[src/rtl/ccu_pkg.sv]
package ccu_pkg;
    localparam int BIT_RUN     = 0;
    localparam int BIT_ARM     = 1;
    localparam int BIT_DIVREQ  = 5;
    localparam int BIT_DIVSTAT = 27;

    typedef struct packed {
        logic run;
        logic arm;
        logic div_req;
        logic div_stat;
    } br_state_t;

    typedef struct packed {
        logic        valid;
        logic        err;
        logic [31:0] rdata;
    } rsp_t;
endpackage

[src/rtl/ccu_phase_gen.sv]
module ccu_phase_gen (
    input  logic clk,
    input  logic rst_n,
    output logic ph_end
);
    logic ph_d, ph_q;

    always_comb begin
        ph_d = ~ph_q;
    end

    always_ff @(posedge clk or negedge rst_n) begin
        if (!rst_n) ph_q <= 1'b0;
        else        ph_q <= ph_d;
    end

    assign ph_end = ph_q;
endmodule

[src/rtl/ccu_branch.sv]
module ccu_branch
    import ccu_pkg::*;
#(
    parameter bit HAS_DIV   = 1'b0,
    parameter bit ESSENTIAL = 1'b0
) (
    input  logic clk,
    input  logic rst_n,
    input  logic wr_en,
    input  logic wr_run,
    input  logic wr_arm,
    input  logic wr_div,
    input  logic ph_end,
    output logic run,
    output logic arm,
    output logic div_stat,
    output logic seq_viol
);
    br_state_t st_d, st_q;
    logic      viol_d;
    logic      div_req_in;

    generate
        if (HAS_DIV) begin : g_div
            assign div_req_in = wr_div;
        end else begin : g_nodiv
            logic unused_div;
            assign unused_div = wr_div;
            assign div_req_in = 1'b0;
        end
    endgenerate

    always_comb begin
        st_d   = st_q;
        viol_d = 1'b0;
        if (wr_en) begin
            st_d.arm     = wr_arm;
            st_d.div_req = div_req_in;
            if (wr_run) begin
                st_d.run = 1'b1;
            end else if (st_q.run && !st_q.arm) begin
                viol_d = 1'b1;
            end else begin
                st_d.run = 1'b0;
            end
        end
        if (ph_end) begin
            st_d.div_stat = st_q.div_req;
        end
    end

    always_ff @(posedge clk or negedge rst_n) begin
        if (!rst_n) begin
            st_q <= '{run: ESSENTIAL, arm: 1'b0, div_req: 1'b0, div_stat: 1'b0};
        end else begin
            st_q <= st_d;
        end
    end

    assign run      = st_q.run;
    assign arm      = st_q.arm;
    assign div_stat = st_q.div_stat;
    assign seq_viol = viol_d;

    a_r4_stop_needs_arm: assert property (@(posedge clk) disable iff (!rst_n)
        $fell(st_q.run) |-> $past(st_q.arm));

    a_r8_stat_on_boundary: assert property (@(posedge clk) disable iff (!rst_n)
        !$stable(st_q.div_stat) |-> $past(ph_end));

    a_r5_viol_keeps_run: assert property (@(posedge clk) disable iff (!rst_n)
        seq_viol |=> st_q.run);
endmodule

[src/rtl/ccu_bus_port.sv]
module ccu_bus_port
    import ccu_pkg::*;
#(
    parameter int NUM_BR = 8,
    parameter int ADDR_W = 4
) (
    input  logic              clk,
    input  logic              rst_n,
    input  logic              base_on,
    input  logic              req,
    input  logic              we,
    input  logic [ADDR_W-1:0] addr,
    input  logic [31:0]       rd_word [NUM_BR],
    output logic [NUM_BR-1:0] wr_sel,
    output logic              rsp_valid,
    output logic              rsp_err,
    output logic [31:0]       rsp_rdata
);
    localparam int IDX_W = (NUM_BR > 1) ? $clog2(NUM_BR) : 1;

    rsp_t             rsp_d, rsp_q;
    logic             hit;
    logic             ok;
    logic [IDX_W-1:0] idx;

    always_comb begin
        hit    = ({1'b0, addr} < (ADDR_W+1)'(NUM_BR));
        ok     = req && base_on && hit;
        idx    = addr[IDX_W-1:0];
        wr_sel = '0;
        if (ok && we) wr_sel[idx] = 1'b1;
        rsp_d.valid = req;
        rsp_d.err   = req && !ok;
        rsp_d.rdata = (ok && !we) ? rd_word[idx] : 32'h0;
    end

    always_ff @(posedge clk or negedge rst_n) begin
        if (!rst_n) rsp_q <= '0;
        else        rsp_q <= rsp_d;
    end

    assign rsp_valid = rsp_q.valid;
    assign rsp_err   = rsp_q.err;
    assign rsp_rdata = rsp_q.rdata;

    a_r11_rsp_follows_req: assert property (@(posedge clk) disable iff (!rst_n)
        rsp_valid |-> $past(req));

    a_r6_off_refused: assert property (@(posedge clk) disable iff (!rst_n)
        (req && !base_on) |=> (rsp_err && rsp_rdata == 32'h0));

    a_r10_range_refused: assert property (@(posedge clk) disable iff (!rst_n)
        (req && !hit) |=> rsp_err);
endmodule

[src/rtl/ccu_branch_gate.sv]
module ccu_branch_gate
    import ccu_pkg::*;
#(
    parameter int              NUM_BR   = 8,
    parameter int              ADDR_W   = 4,
    parameter logic [NUM_BR-1:0] DIV_MASK = 8'b1100_0000,
    parameter logic [NUM_BR-1:0] ESS_MASK = 8'b0000_0011
) (
    input  logic              clk,
    input  logic              rst_n,
    input  logic              base_on,
    input  logic              bus_req,
    input  logic              bus_we,
    input  logic [ADDR_W-1:0] bus_addr,
    input  logic [31:0]       bus_wdata,
    output logic              rsp_valid,
    output logic              rsp_err,
    output logic [31:0]       rsp_rdata,
    output logic [NUM_BR-1:0] clk_en,
    output logic              seq_err
);
    logic              ph_end;
    logic [NUM_BR-1:0] wr_sel, run, arm, stat, viol;
    logic [31:0]       rd_word [NUM_BR];
    logic              err_d, err_q;
    logic              unused_wdata;

    assign unused_wdata = ^{bus_wdata[31:6], bus_wdata[4:2]};

    ccu_phase_gen u_phase (.clk(clk), .rst_n(rst_n), .ph_end(ph_end));

    ccu_bus_port #(.NUM_BR(NUM_BR), .ADDR_W(ADDR_W)) u_port (
        .clk(clk), .rst_n(rst_n), .base_on(base_on),
        .req(bus_req), .we(bus_we), .addr(bus_addr), .rd_word(rd_word),
        .wr_sel(wr_sel), .rsp_valid(rsp_valid), .rsp_err(rsp_err),
        .rsp_rdata(rsp_rdata)
    );

    for (genvar i = 0; i < NUM_BR; i++) begin : g_br
        ccu_branch #(.HAS_DIV(DIV_MASK[i]), .ESSENTIAL(ESS_MASK[i])) u_br (
            .clk(clk), .rst_n(rst_n), .wr_en(wr_sel[i]),
            .wr_run(bus_wdata[BIT_RUN]), .wr_arm(bus_wdata[BIT_ARM]),
            .wr_div(bus_wdata[BIT_DIVREQ]), .ph_end(ph_end),
            .run(run[i]), .arm(arm[i]), .div_stat(stat[i]), .seq_viol(viol[i])
        );

        always_comb begin
            rd_word[i]              = 32'h0;
            rd_word[i][BIT_RUN]     = run[i];
            rd_word[i][BIT_ARM]     = arm[i];
            rd_word[i][BIT_DIVSTAT] = stat[i];
        end

        if (i == 0) begin : g_bus
            assign clk_en[i] = base_on & run[0];
        end else begin : g_leaf
            assign clk_en[i] = base_on & run[0] & run[i] & (~stat[i] | ph_end);
        end
    end

    always_comb begin
        err_d = err_q | (|viol);
    end

    always_ff @(posedge clk or negedge rst_n) begin
        if (!rst_n) err_q <= 1'b0;
        else        err_q <= err_d;
    end

    assign seq_err = err_q;

    a_r5_err_sticky: assert property (@(posedge clk) disable iff (!rst_n)
        seq_err |=> seq_err);

    a_r7_bus_gates_leaves: assert property (@(posedge clk) disable iff (!rst_n)
        !clk_en[0] |-> (clk_en[NUM_BR-1:1] == '0));

    a_r6_off_silent: assert property (@(posedge clk) disable iff (!rst_n)
        !base_on |-> (clk_en == '0));
endmodule

[config.mk]
export PLATFORM = sky130hd
export DESIGN_NAME = ccu_branch_gate
export DESIGN_NICKNAME = d
export VERILOG_FILES = /design/src/rtl/ccu_pkg.sv /design/src/rtl/ccu_phase_gen.sv /design/src/rtl/ccu_branch.sv /design/src/rtl/ccu_bus_port.sv /design/src/rtl/ccu_branch_gate.sv
export SDC_FILE = /design/constraint.sdc
export NUM_CORES = 1
export LEC_CHECK = 0
export BUFFER_PORTS_ARGS = -buffer_cell sky130_fd_sc_hd__buf_4
export CORE_UTILIZATION = 45
export CTS_CLUSTER_DIAMETER = 60
export CTS_CLUSTER_SIZE = 14
export DETAILED_ROUTE_END_ITERATION = 16
export PLACE_DENSITY_LB_ADDON = 0.12
export SLEW_MARGIN = 15
export SYNTH_ARGS = -nofsm -noshare
export SYNTH_HDL_FRONTEND = slang
export SYNTH_SLANG_ARGS = --single-unit
[constraint.sdc]
create_clock -name clk -period 1.8 [get_ports clk]
set_input_delay 0.36 -clock clk [delete_from_list [all_inputs] [get_ports clk]]
set_output_delay 0.36 -clock clk [all_outputs]
set_load 0.02 [all_outputs]
After elaboration in Yosys (flattened, before gate mapping) --
Index checks and enable logic that the tools add are counted.
Storage, ports and cells: flip-flop bits (word level) 56, input port bits 41, output and inout port bits 43, logic and storage cells 134
Cells by class: order comparisons 4, equality and inequality tests 8, multiplexer cells 47, bitwise operators 17, reduce and logical (&&, ||, !) cells 33
Operator list (count):
- $bmux W32 S3 | 1
- $mux W32 | 3
- $mux W1 | 41
- $ne A2 B2 Y1 const B | 8
- $reduce_and A2 Y1 | 8
- $logic_and A1 B1 Y1 | 14
- $and A1 B1 Y1 | 10
- $logic_not A1 Y1 | 10
- $mux W8 | 1
- $reduce_or A8 Y1 | 1
- $ge A4 B4 Y1 const B | 1
- $lt A3 B4 Y1 const B | 1
- $lt A4 B4 Y1 const B | 1
- $not A3 Y4 | 1
- $demux W1 S3 | 1
- $ge A3 B1 Y1 const B | 1
- $not A1 Y1 | 3
- $or A1 B1 Y1 | 3

Longest topological paths before layout --
word-level depth 8, mapped depth 6, depth with buffers taken out 4

By module --
From an unflattened synthesis, not the netlist that was laid out.
Unflattened totals: cells, all modules 405, area total of the unflattened synthesis 4282.9 µm²
Modules (own cells, without submodules):
- ccu_bus_port | times used 1, cells each 313, area each 3166.8 µm², seq. area each 850.8 µm²
- ccu_branch (g_br[2].u_br ...) | times used 4, cells each 8, area each 101.3 µm², seq. area each 50.0 µm²
- ccu_branch (g_br[6].u_br ...) | times used 2, cells each 10, area each 160.2 µm², seq. area each 100.1 µm²
- ccu_branch (g_br[0].u_br ...) | times used 2, cells each 8, area each 102.6 µm², seq. area each 51.3 µm²
- ccu_branch_gate | times used 1, cells each 22, area each 156.4 µm², seq. area each 25.0 µm²
- ccu_phase_gen | times used 1, cells each 2, area each 28.8 µm², seq. area each 25.0 µm²

Worst setup path after synthesis --
OpenSTA, ideal clock, no wires.
path type flip-flop to output port, from register g_br[0].u_br.st_q, in the netlist g_br[0].u_br.run, to output port clk_en[6], arrival 1.111 ns, required time 1.440 ns, slack 0.329 ns, cell stages (with the launch flop) 3, buffers on the path 0, path through dfstp_2 -> and2_1 -> and3_1
On the way: word-level cells in the longest chain between the ends 3
RTL lines:
- from (decl) | RTL line ccu_branch.sv:19 | br_state_t st_d, st_q;
- from (signal assigned) | RTL line ccu_branch.sv:54 | st_q <= '{run: ESSENTIAL, arm: 1'b0, div_req: 1'b0, div_stat: 1'b0};
- from (signal assigned) | RTL line ccu_branch.sv:56 | st_q <= st_d;
- $and A1 B1 Y1
- net clk_en[0] | RTL line ccu_branch_gate.sv:19 | output logic [NUM_BR-1:0] clk_en,
- $and A1 B1 Y1 (2 in series) | RTL line ccu_branch_gate.sv:57 | assign clk_en[i] = base_on & run[0] & run[i] & (~stat[i] | ph_end);
- to (decl) | RTL line ccu_branch_gate.sv:19
The timed path passes the listed nets, and every way through them passes these cells.

Worst setup path after layout --
from register g_br[0].u_br.st_q, in the netlist g_br[0].u_br.run, to output port clk_en[7]
On the way: word-level cells in the longest chain between the ends 3
RTL lines (RTL line):
- $and A1 B1 Y1 (3 in series) | ccu_branch_gate.sv:57
No other way between the ends.

==> metrics.txt <==
Routed Antenna Nets 0; vias in the first global route 1127; Crit path depth 3; DP Cell Count 228; Worst EP required 1.44 ns; post-layout util 52.3%; GP Congestion 0.834; Clock Skew 0.00330 ns; final critical-path share of the clock period 96.4%; via count 1177; Worst Setup Path Type register to output pin; CTS max path bufs 2; HP Class primary input to register; reg2reg start g_br[0].u_br.run; layout cells sized above 1 25.1%; ANT cells 0; r2r setup slk 0.45 ns; net switching share of the total power 30.5%; die width 62.8 um; worst skew pair latency 0.27 ns; # IOs 84; Worst Hold End u_port.rsp_valid; DRC violations left 0; Leakage 0.912 nW; NetSw 0.000421 W; CP Capture Type output pin; Synth cell types 42; setup TNS 0 ns; Setup violations, final 0; WP buf/inv 1; top cell family by delay on the critical path flip-flops; Max VDD drop 0.000486 V; Worst Hold Depth 1; initial core utilization 48.3%; CTS tree yes; fmax 576 MHz; area grow syn2layout 8.28%; Final Worst Setup Slack 0.0649 ns; CP Launch Type register; IO Port Bufs 25; Die ar. 0.00394 mm^2; sequential share of the synthesized area 40.8%; yosys warns 0; Mapped Cells 165; max cap viols 0; Worst-path clk slew 0.09 ns; Post-synth EDFFs 0; Root Driver clkbuf_8; Tot Pwr 0.00138 W; initial antenna violation count 0; hpwl dp 2390 um; Final #Nets 229; Clock power frac 24.6%; largest net degree at the start of global routing 28; first-pass GRT wire length 5720 um; Synth Flop Type dfrtp_1; non-filler cells in the finished layout 233; part of the power in registers 53.5%; Die Ht 62.8 um; core box area 0.00344 mm^2; cell area after synthesis 0.00166 mm^2; Max stage delay on crit path 0.64 ns; r2r endpoint u_port.rsp_rdata[0]; Pre-Repair DR Iteration Count 4; htree depth 1; Via-to-Cell Ratio 5.05; Pwr Density 769 mW/mm^2; row count 21; GR Overflow Total 0; Clock Sinks 27; syn avg cell area 10.1 um^2; R2R depth 3; Filler cells 329; hold path start bus_req; status complete, no violations; wire per inst 14.1 um; Slowest-stage cell, CP dfstp_2; Worst Path Arrival 1.38 ns; final hold vios 0; asr flop ratio synth 100%; total length of routed wires 3290 um; Crit Path Max Fanout 9; Pint 0.000962 W; CTS Buf Count 3; fin crit period 1.74 ns; critical-path cell list and2_1, and3_1, buf_4; RSZ-0062 raised after global routing no; Pins Over Slew Limit 0; pre-CTS setup slack 0.203 ns; Seq cells post-synth 27; GRT Util Overall 18.6%; drt initial violations 36; Comb pwr share 21.9%
==> cells in the mapped netlist, types with 2 or more instances <==
| cell type | count | area share, % |
|---|---|---|
| mux2_4 | 2 | 1.8 |
| buf_4 | 31 | 14 |
| mux2_2 | 8 | 5.4 |
| dfrtp_1 | 25 | 38 |
| nor4_2 | 2 | 1.5 |
| a31oi_1 | 3 | 1.1 |
| dfstp_2 | 2 | 3.2 |
| buf_6 | 2 | 1.4 |
| mux2i_1 | 4 | 2.4 |
| o21ai_0 | 3 | 0.90 |
| nand2_1 | 21 | 4.7 |
| nor3b_1 | 3 | 1.4 |
| o22ai_1 | 3 | 1.1 |
| and3b_1 | 2 | 1.1 |
| and3_1 | 8 | 3.0 |
| nor3_1 | 6 | 1.8 |
| inv_1 | 6 | 1.4 |
| nor2_1 | 4 | 0.90 |
| a22o_1 | 6 | 3.2 |
| a21boi_0 | 2 | 0.90 |
==> power by group through the flow <==
| stage | combinational [W] | sequential [W] | clock (W) |
|---|---|---|---|
| final | 0.000302 | 0.000741 | 0.000340 |
| after global routing | 0.000332 | 0.000751 | 0.000379 |
| after CTS | 0.000304 | 0.000740 | 0.000352 |
| after detailed placement | 0.000301 | 0.000753 | 0 |
| after global placement | 0.000295 | 0.000748 | 0 |
| after floorplan | 0.000260 | 0.000739 | 0 |
==> repair_timing <==
action | in CTS | in global routing
hold endpoints to repair | 14 | 0
resized for setup | 0 | 0
buffers inserted | 0 | 0
hold buffers | 1 | 0
==> through the flow <==
step	hold WS (ns)	cell area [um^2]
detailed placement	0.292	1750
CTS	0.228	1800
finish	0.233	1800
global route	0.223	1800
floorplan	0.0644	1770
global placement	0.287	1750
==> how the worst max path moves through the flow <==
stage	slack, ns	startpoint	endpoint
global route	0.005	g_br[0].u_br.run	clk_en[6]
CTS	0.05	g_br[0].u_br.run	clk_en[7]
floorplan	0.33	g_br[0].u_br.run	clk_en[6]
finish	0.06	g_br[0].u_br.run	clk_en[7]
detailed placement	0.20	bus_addr[0]	g_br[6].u_br.arm
global placement	0.20	bus_addr[0]	g_br[6].u_br.arm
==> worst register-to-register path, delay by kind of cell (launching register included) <==
kind	cells	cell delay, ns
simple gates	1	0.07
compound gates	1	0.13
flops	1	0.64
mux	1	0.44
==> layout by cell type, fill, tap and decap left out, drive strengths merged, types with 3 or more instances in the layout <==
cell	instances
o21ai	3
dfrtp	25
a22o	6
conb	29
mux2	10
buf	25
and3	8
nor3	6
nor2	4
a31oi	3
o22ai	3
nor3b	3
mux2i	4
nand2	21
inv	7
clkbuf	4
==> cell families (layout without fill, tap and decap cells) <==
family	after synthesis	count (layout)	share of synthesized area, %
and+or+nand+nor	57	57	20.7
buffers and inverters	43	37	17.7
DFF	27	27	40.8
AOI/OAI and AO/OA	22	22	9.63
muxes	15	15	11.0
other	1	29	0.226
==> registers in the layout, summed over array words and instances, names as in the netlist <==
name	count
g_br.u_br.run	8
u_port.rsp_rdata	3
g_br.u_br.div_stat	2
u_phase.ph_end	1
g_br.u_br.st_q	2
g_br.u_br.arm	8
u_port.rsp_err	1
seq_err	1
u_port.rsp_valid	1
==> layer usage <==
metal | GRT usage [%] | part of all wire, %
met3 | 3.10 | 5.1
met5 | 0 | 0
met4 | 6.98 | 1.5
met2 | 30.2 | 47
met1 | 24.9 | 46
==> cell type report <==
class	count	area, um^2	area share (%)
Clock buffer	4	45.0	2.50
Inverter	7	26.3	1.46
Multi-Input combinational cell	123	796	44.2
Sequential cell	27	678	37.7
Tap cell	46	57.6	3.20
Timing Repair Buffer	26	198	11.0
Note: power is estimated with default switching activity, not from simulation.
